$ cat config.mk
export PLATFORM = sky130hd
export DESIGN_NAME = uart_regfront
export DESIGN_NICKNAME = d
export VERILOG_FILES = /design/src/rtl/uart_rf_pkg.sv /design/src/rtl/uart_rf_fifo.sv /design/src/rtl/uart_rf_irq.sv /design/src/rtl/uart_rf_store.sv /design/src/rtl/uart_regfront.sv
export SDC_FILE = /design/constraint.sdc
export NUM_CORES = 1
export LEC_CHECK = 0
export ABC_CLOCK_PERIOD_IN_PS = 5200
export BUFFER_PORTS_ARGS = -buffer_cell sky130_fd_sc_hd__buf_2
export CAP_MARGIN = 10
export CORE_MARGIN = 2
export CORE_UTILIZATION = 64
export CTS_CLUSTER_SIZE = 12
export DETAILED_ROUTE_END_ITERATION = 7
export GPL_TIMING_DRIVEN = 1
export PLACE_DENSITY = 0.83
export SYNTH_ARGS = -nofsm -noshare
export SYNTH_HDL_FRONTEND = slang
export SYNTH_SLANG_ARGS = --single-unit
$ cat constraint.sdc
create_clock -name clk -period 5.2 [get_ports clk]
set_clock_uncertainty 0.1 [all_clocks]
set_input_delay 1.04 -clock clk [delete_from_list [all_inputs] [get_ports clk]]
set_output_delay 1.04 -clock clk [all_outputs]
set_load 0.01 [all_outputs]
$ cat src/rtl/uart_rf_pkg.sv
package uart_rf_pkg;

  localparam int DATA_W = 32;
  localparam int BYTE_W = 8;
  localparam int NUM_REGS = 12;

  typedef enum logic [3:0] {
    RI_CTRL = 4'd0,
    RI_STAT = 4'd1,
    RI_IEN  = 4'd2,
    RI_IFL  = 4'd3,
    RI_CDIV = 4'd4,
    RI_OSR  = 4'd5,
    RI_PEEK = 4'd6,
    RI_PIN  = 4'd7,
    RI_DATA = 4'd8,
    RI_DMA  = 4'd9,
    RI_WKEN = 4'd10,
    RI_WKFL = 4'd11
  } reg_idx_e;

  // control register fields
  localparam int CTL_THR_LSB  = 0;
  localparam int CTL_THR_W    = 4;
  localparam int CTL_FLUSH_RX = 8;
  localparam int CTL_FLUSH_TX = 9;
  localparam int CTL_CLK_EN   = 12;
  localparam int CTL_CLK_RDY  = 13;

  // status register fields
  localparam int ST_RX_EMPTY  = 4;
  localparam int ST_TX_EMPTY  = 6;
  localparam int ST_LVL_LSB   = 8;

  // interrupt flag / enable bits
  localparam int IRQ_RX_THD   = 4;
  localparam int IRQ_TX_HE    = 6;

  // pin register
  localparam int PIN_RTS      = 1;

  // plain storage slots
  localparam int NUM_PLAIN = 6;

  function automatic reg_idx_e plain_slot_idx(input int slot);
    case (slot)
      0:       return RI_CDIV;
      1:       return RI_OSR;
      2:       return RI_PIN;
      3:       return RI_DMA;
      4:       return RI_WKEN;
      default: return RI_WKFL;
    endcase
  endfunction

  function automatic logic [DATA_W-1:0] plain_slot_rst(input int slot);
    logic [DATA_W-1:0] v;
    v = '0;
    if (slot == 2) v[PIN_RTS] = 1'b1;
    return v;
  endfunction

endpackage

$ cat src/rtl/uart_rf_fifo.sv
module uart_rf_fifo #(
  parameter int DEPTH = 8,
  parameter int W     = 8,
  localparam int PTR_W = (DEPTH > 1) ? $clog2(DEPTH) : 1,
  localparam int CNT_W = $clog2(DEPTH + 1)
) (
  input  logic             clk,
  input  logic             rst_n,
  input  logic             flush,
  input  logic             push,
  input  logic [W-1:0]     din,
  input  logic             pop,
  output logic [W-1:0]     head,
  output logic [CNT_W-1:0] count,
  output logic             empty,
  output logic             full
);

  logic [W-1:0]     mem [DEPTH];
  logic [PTR_W-1:0] rd_ptr, wr_ptr;
  logic [CNT_W-1:0] cnt_q;
  logic             do_push, do_pop;

  assign empty   = (cnt_q == '0);
  assign full    = (cnt_q == CNT_W'(DEPTH));
  assign do_push = push && !full;
  assign do_pop  = pop && !empty;
  assign head    = mem[rd_ptr];
  assign count   = cnt_q;

  function automatic logic [PTR_W-1:0] ptr_inc(input logic [PTR_W-1:0] p);
    return (p == PTR_W'(DEPTH - 1)) ? '0 : p + 1'b1;
  endfunction

  always_ff @(posedge clk or negedge rst_n) begin
    if (!rst_n) begin
      rd_ptr <= '0;
      wr_ptr <= '0;
      cnt_q  <= '0;
    end else if (flush) begin
      rd_ptr <= '0;
      wr_ptr <= '0;
      cnt_q  <= '0;
    end else begin
      if (do_push) wr_ptr <= ptr_inc(wr_ptr);
      if (do_pop)  rd_ptr <= ptr_inc(rd_ptr);
      case ({do_push, do_pop})
        2'b10:   cnt_q <= cnt_q + 1'b1;
        2'b01:   cnt_q <= cnt_q - 1'b1;
        default: cnt_q <= cnt_q;
      endcase
    end
  end

  always_ff @(posedge clk) begin
    if (do_push && !flush) mem[wr_ptr] <= din;
  end

endmodule

$ cat src/rtl/uart_rf_irq.sv
module uart_rf_irq #(
  parameter int W = 32
) (
  input  logic         clk,
  input  logic         rst_n,
  input  logic         en_we,
  input  logic [W-1:0] en_wdata,
  input  logic         clr_we,
  input  logic [W-1:0] clr_mask,
  input  logic [W-1:0] set_mask,
  output logic [W-1:0] en_q,
  output logic [W-1:0] flag_q,
  output logic         irq
);

  logic [W-1:0] clr_eff;

  assign clr_eff = clr_we ? clr_mask : '0;

  always_ff @(posedge clk or negedge rst_n) begin
    if (!rst_n) begin
      en_q   <= '0;
      flag_q <= '0;
    end else begin
      if (en_we) en_q <= en_wdata;
      flag_q <= (flag_q & ~clr_eff) | set_mask;
    end
  end

  assign irq = |(flag_q & en_q);

endmodule

$ cat src/rtl/uart_rf_store.sv
module uart_rf_store #(
  parameter int          W       = 32,
  parameter logic [W-1:0] RST_VAL = '0
) (
  input  logic         clk,
  input  logic         rst_n,
  input  logic         we,
  input  logic [W-1:0] wdata,
  output logic [W-1:0] q
);

  always_ff @(posedge clk or negedge rst_n) begin
    if (!rst_n)  q <= RST_VAL;
    else if (we) q <= wdata;
  end

endmodule

$ cat src/rtl/uart_regfront.sv
module uart_regfront
  import uart_rf_pkg::*;
#(
  parameter int ADDR_W   = 10,
  parameter int RX_DEPTH = 8,
  localparam int WORD_W  = ADDR_W - 2,
  localparam int CNT_W   = $clog2(RX_DEPTH + 1)
) (
  input  logic              clk,
  input  logic              rst_n,
  input  logic              reg_wr,
  input  logic              reg_rd,
  input  logic [ADDR_W-1:0] reg_addr,
  input  logic [DATA_W-1:0] reg_wdata,
  output logic [DATA_W-1:0] reg_rdata,
  input  logic              rx_valid,
  output logic              rx_ready,
  input  logic [BYTE_W-1:0] rx_data,
  output logic              tx_valid,
  output logic [BYTE_W-1:0] tx_data,
  output logic              irq
);

  // address decode
  logic [WORD_W-1:0] word;
  logic              mapped;
  reg_idx_e          idx;
  logic              wr_hit [NUM_REGS];
  logic              rd_hit [NUM_REGS];

  assign word   = reg_addr[ADDR_W-1:2];
  assign mapped = (reg_addr[1:0] == 2'b00) && (word < WORD_W'(NUM_REGS));
  assign idx    = reg_idx_e'(word[3:0]);

  for (genvar r = 0; r < NUM_REGS; r++) begin : g_hit
    assign wr_hit[r] = reg_wr && mapped && (idx == reg_idx_e'(r));
    assign rd_hit[r] = reg_rd && mapped && (idx == reg_idx_e'(r));
  end

  // control register
  logic [DATA_W-1:0] ctrl_q, ctrl_d;
  logic              flush_rx;

  always_comb begin
    ctrl_d = reg_wdata;
    ctrl_d[CTL_FLUSH_RX] = 1'b0;
    ctrl_d[CTL_FLUSH_TX] = 1'b0;
    if (reg_wdata[CTL_CLK_EN]) ctrl_d[CTL_CLK_RDY] = 1'b1;
  end

  assign flush_rx = wr_hit[RI_CTRL] && reg_wdata[CTL_FLUSH_RX];

  always_ff @(posedge clk or negedge rst_n) begin
    if (!rst_n)              ctrl_q <= '0;
    else if (wr_hit[RI_CTRL]) ctrl_q <= ctrl_d;
  end

  // receive queue
  logic [BYTE_W-1:0] fifo_head;
  logic [CNT_W-1:0]  fifo_count;
  logic              fifo_empty, fifo_full;
  logic              rx_push, rx_pop;

  assign rx_ready = ctrl_q[CTL_CLK_EN] && !fifo_full;
  assign rx_push  = rx_valid && rx_ready;
  assign rx_pop   = rd_hit[RI_DATA] && !fifo_empty;

  uart_rf_fifo #(
    .DEPTH (RX_DEPTH),
    .W     (BYTE_W)
  ) u_rx_fifo (
    .clk   (clk),
    .rst_n (rst_n),
    .flush (flush_rx),
    .push  (rx_push),
    .din   (rx_data),
    .pop   (rx_pop),
    .head  (fifo_head),
    .count (fifo_count),
    .empty (fifo_empty),
    .full  (fifo_full)
  );

  // threshold detection on the count after this cycle
  logic [CNT_W:0] cnt_after;
  logic [CNT_W:0] thr_ext;
  logic           thr_hit;

  always_comb begin
    cnt_after = {1'b0, fifo_count};
    if (rx_push) cnt_after = cnt_after + 1'b1;
    if (rx_pop)  cnt_after = cnt_after - 1'b1;
  end

  assign thr_ext = (CNT_W + 1)'(ctrl_q[CTL_THR_LSB +: CTL_THR_W]);
  assign thr_hit = rx_push && !flush_rx && (cnt_after >= thr_ext);

  // interrupt flags and enables
  logic [DATA_W-1:0] set_mask;
  logic [DATA_W-1:0] ien_q, flag_q;

  always_comb begin
    set_mask = '0;
    set_mask[IRQ_RX_THD] = thr_hit;
    set_mask[IRQ_TX_HE]  = wr_hit[RI_DATA];
  end

  uart_rf_irq #(
    .W (DATA_W)
  ) u_irq (
    .clk      (clk),
    .rst_n    (rst_n),
    .en_we    (wr_hit[RI_IEN]),
    .en_wdata (reg_wdata),
    .clr_we   (wr_hit[RI_IFL]),
    .clr_mask (reg_wdata),
    .set_mask (set_mask),
    .en_q     (ien_q),
    .flag_q   (flag_q),
    .irq      (irq)
  );

  // plain storage registers
  logic [DATA_W-1:0] plain_q [NUM_PLAIN];

  for (genvar s = 0; s < NUM_PLAIN; s++) begin : g_plain
    uart_rf_store #(
      .W       (DATA_W),
      .RST_VAL (plain_slot_rst(s))
    ) u_store (
      .clk   (clk),
      .rst_n (rst_n),
      .we    (wr_hit[plain_slot_idx(s)]),
      .wdata (reg_wdata),
      .q     (plain_q[s])
    );
  end

  // transmit output
  logic              tx_valid_q;
  logic [BYTE_W-1:0] tx_data_q;

  always_ff @(posedge clk or negedge rst_n) begin
    if (!rst_n) begin
      tx_valid_q <= 1'b0;
      tx_data_q  <= '0;
    end else begin
      tx_valid_q <= wr_hit[RI_DATA];
      if (wr_hit[RI_DATA]) tx_data_q <= reg_wdata[BYTE_W-1:0];
    end
  end

  assign tx_valid = tx_valid_q;
  assign tx_data  = tx_data_q;

  // status word
  logic [DATA_W-1:0] status_w;

  always_comb begin
    status_w = '0;
    status_w[ST_LVL_LSB +: CNT_W] = fifo_count;
    status_w[ST_TX_EMPTY] = 1'b1;
    status_w[ST_RX_EMPTY] = fifo_empty;
  end

  // read mux
  logic [DATA_W-1:0] head_w;

  assign head_w = fifo_empty ? '0 : DATA_W'(fifo_head);

  always_comb begin
    reg_rdata = '0;
    if (mapped) begin
      case (idx)
        RI_CTRL: reg_rdata = ctrl_q;
        RI_STAT: reg_rdata = status_w;
        RI_IEN:  reg_rdata = ien_q;
        RI_IFL:  reg_rdata = flag_q;
        RI_CDIV: reg_rdata = plain_q[0];
        RI_OSR:  reg_rdata = plain_q[1];
        RI_PEEK: reg_rdata = head_w;
        RI_PIN:  reg_rdata = plain_q[2];
        RI_DATA: reg_rdata = head_w;
        RI_DMA:  reg_rdata = plain_q[3];
        RI_WKEN: reg_rdata = plain_q[4];
        RI_WKFL: reg_rdata = plain_q[5];
        default: reg_rdata = '0;
      endcase
    end
  end

endmodule

==> results.sh <==
export IMPL_cts_tree="done"
export IMPL_ir_worst_vdd_mv=0.326
export IMPL_synth_area_leader_cell="dfrtp_1"
export IMPL_min_from="ctrl_q[13]"
export IMPL_path_max_fanout=15
export IMPL_ctsResizeCount=0
export IMPL_period_needed_ps=4490
export IMPL_route_vias_total=10700
export IMPL_setup_viol=0
export IMPL_die_x_um=162
export IMPL_synth_adder_area_share_pct=1.06
export IMPL_track_usage_pct=31.8
export IMPL_initial_core_util_pct=65.6
export IMPL_min_path_type="reg -> reg"
export IMPL_worst_pin_slew_ps=1140
export IMPL_drt_initial_drc_count=1393
export IMPL_grt_max_degree=95
export IMPL_n_antenna_cell=0
export IMPL_ys_warn_count=0
export IMPL_synth_edf_count=64
export IMPL_placementRows=57
export IMPL_hold_depth=2
export IMPL_synthToLayoutAreaGrowth_pct=12.7
export IMPL_clk_pin_slew_ps=60
export IMPL_finalCritPeriodShare_pct=86.3
export IMPL_port_buffers=97
export IMPL_slew_headroom_pct=23.5
export IMPL_synthXorXnorAreaFrac_pct=0.328
export IMPL_setup_ws_ps=713
export IMPL_rsz0062_at_grt="no"
export IMPL_power_share_sequential_pct=52.5
export IMPL_hold_viol=0
export IMPL_power_leakage_nw=8.44
export IMPL_synthMostInstantiatedCell="dfrtp_1"
export IMPL_post_synth_num_cell_types=50
export IMPL_synth_area_top_cells="dfrtp_1 (47%), mux2_2 (18%), edfxtp_1 (12%)"
export IMPL_hpwl_um=24800
export IMPL_start_kind="input port"
export IMPL_gr_total_overflow=0
export IMPL_clk_path_buf_depth=3
export IMPL_ys_ff_latch=369
export IMPL_dp_slack_ps=841
export IMPL_synthMuxAreaShare_pct=21.0
export IMPL_syn_area_per_cell_um2=14.1
export IMPL_synth_nets=1209
export IMPL_drt_pre_antenna_iters=7
export IMPL_fmax_mhz=223
export IMPL_clock_root_buffer="clkbuf_16"
export IMPL_drive_above_1_share_pct=38.1
export IMPL_wl_um=40700
export IMPL_r2r_end="u_irq.flag_q[4]"
export IMPL_setup_reg_to_reg_worst_slack_ps=1320
export IMPL_criticalPathCategory="in -> out"
export IMPL_reg2reg_from="u_rx_fifo.count[0]"
export IMPL_ctsHoldBuffers=0
export IMPL_grt_pass1_vias=11100
export IMPL_cp_end_kind="output port"
export IMPL_vias_per_cell=6.80
export IMPL_power_switching_mw=1.27
export IMPL_grt_pass1_wl_um=63600
export IMPL_final_setup_tns_ps=0
export IMPL_die_height_um=162
export IMPL_routedWlPerCell_um=25.8
export IMPL_hold_end="ctrl_q[13]"
export IMPL_p_int_mw=4.44
export IMPL_synth_compound_area_share_pct=11.6
export IMPL_numCtsBuffers=38
export IMPL_status="completed"
export IMPL_final_nets=1301
export IMPL_seq_area_frac_synth_pct=59.6
export IMPL_clockPowerShare_pct=43.4
export IMPL_synth_top_cells_by_count="dfrtp_1 (304), mux2_2 (261), edfxtp_1 (64), a22oi_1 (50), clkbuf_1 (48)"
export IMPL_die_area_mm2=0.0263
export IMPL_cts_sinks=369
export IMPL_synthFlopType="dfrtp_1"
export IMPL_antenna_found_initial=1
export IMPL_route_detailed_drc=0
export IMPL_synth_top_area_share_pct=47.4
export IMPL_cts_setup_buffers=0
export IMPL_max_cap_violations=0
export IMPL_htree_num_levels=2
export IMPL_ios=98
export IMPL_synth_simple_area_share_pct=4.18
export IMPL_power_density_mw_per_mm2=316
export IMPL_p_comb_share_pct=4.1
export IMPL_nFillCells=1498
export IMPL_synthCells=1141
export IMPL_async_reset_ff_share_pct=82.7
export IMPL_design_core_area_mm2=0.0245
export IMPL_clk_latency_ps=530
export IMPL_p_sw_share_pct=22.2
export IMPL_drv_slew=0
export IMPL_critPathRequiredTime_ps=4060
export IMPL_synth_top_family_by_area="multiplexers"
export IMPL_syn_area_mm2=0.0160
export IMPL_crit_arrival_ps=3350
export IMPL_r2r_cells=12
export IMPL_drtAntennaViolNets=0
export IMPL_gp_congestion=0.832
stage by stage:
stage / cell area [um^2] / utilization (%) / hold slack, ps / total power [mW] / instances
3_5_place_dp: 17000 / 69.4 / 371 / 3.28 / 1517
5_1_grt: 18100 / 73.9 / 406 / 5.89 / 1577
4_1_cts: 18100 / 73.9 / 383 / 5.73 / 1577
6_report: 18100 / 73.9 / 379 / 5.71 / 1577
2_1_floorplan: 16000 / - / 343 / 3.14 / 1141
3_3_place_gp: 17000 / 69.4 / 362 / 3.27 / 1517
logic make-up after synthesis:
logic type,after synthesis
xor+xnor,6
flops,369
mux,284
fa+ha+maj,13
buf+inv,92
compound gates,240
simple gates,137
cell usage in the layout, fill, tap and decap left out, types with 6 or more instances in the layout:
cell type and n:
a22oi_1 50, buf_2 96, a21boi_0 30, buf_4 35
clkbuf_1 12, clkbuf_16 38, nand3_1 11, and3_1 6
a222oi_1 28, inv_1 10, mux4_2 16, nand2_1 40
nor3_1 8, ha_1 12, a31oi_1 26, a22o_1 29
nor2_1 31, a21oi_1 16, dfrtp_1 304, nand2_2 6
edfxtp_1 64, mux2_2 261, nand2b_1 6, mux2i_1 6
a221oi_1 37, o21ai_0 13
layout make-up:
cell class                 count  area, um^2  share of cell area (%)
sequential                   369        9560                    52.8
clock buffer                  54        1050                    5.81
multi-input combinational    680        6170                    34.1
clock inverter                 6        58.8                   0.325
timing repair buffer         134         798                    4.41
tap                          324         405                    2.24
inverter                      10        37.5                   0.208
critical path: stages:
cell,delay [ps]
buf_2,260
nand2b_1,380
nor2_4,170
buf_4,240
a22oi_1,230
nand3_1,110
a221oi_1,490
a21oi_1,210
buf_2,200
worst max-delay path by stage:
stage               cells after the start              end  slack, ps   startpoint
floorplan                              11  u_irq.flag_q[4]       1450  reg_addr[0]
global placement                        7    reg_rdata[12]        860  reg_addr[4]
detailed placement                      7    reg_rdata[12]        840  reg_addr[4]
CTS                                     9     reg_rdata[5]        800  reg_addr[4]
global route                            9     reg_rdata[5]        650  reg_addr[4]
finish                                  9     reg_rdata[5]        710  reg_addr[4]
registers in the layout (all words and copies together), names as in the netlist:
| name | cells |
|---|---|
| tx_valid | 1 |
| tx_data | 8 |
| u_rx_fifo.wr_ptr | 3 |
| u_rx_fifo.count | 4 |
| u_rx_fifo.mem | 64 |
| g_plain.u_store.q | 192 |
| ctrl_q | 30 |
| u_rx_fifo.rd_ptr | 3 |
| u_irq.flag_q | 32 |
| u_irq.en_q | 32 |
power groups by stage:
stage,logic [mW],clock network (mW),registers [mW]
floorplan,0.101,0,3.04
CTS,0.233,2.50,3.00
finish,0.232,2.48,3.00
global placement,0.224,0,3.05
global route,0.257,2.63,3.00
detailed placement,0.230,0,3.05
per-layer routing:
| layer | track usage (%) | up-vias | routed length [um] |
|---|---|---|---|
| li1 | - | 4569 | - |
| met1 | 42.7 | 5505 | 15900 |
| met2 | 52.0 | 519 | 19800 |
| met3 | 5.39 | 133 | 3160 |
| met4 | 13.4 | 0 | 1750 |
| met5 | 0 | - | 0 |
Power figures use the tool's default switching activity.
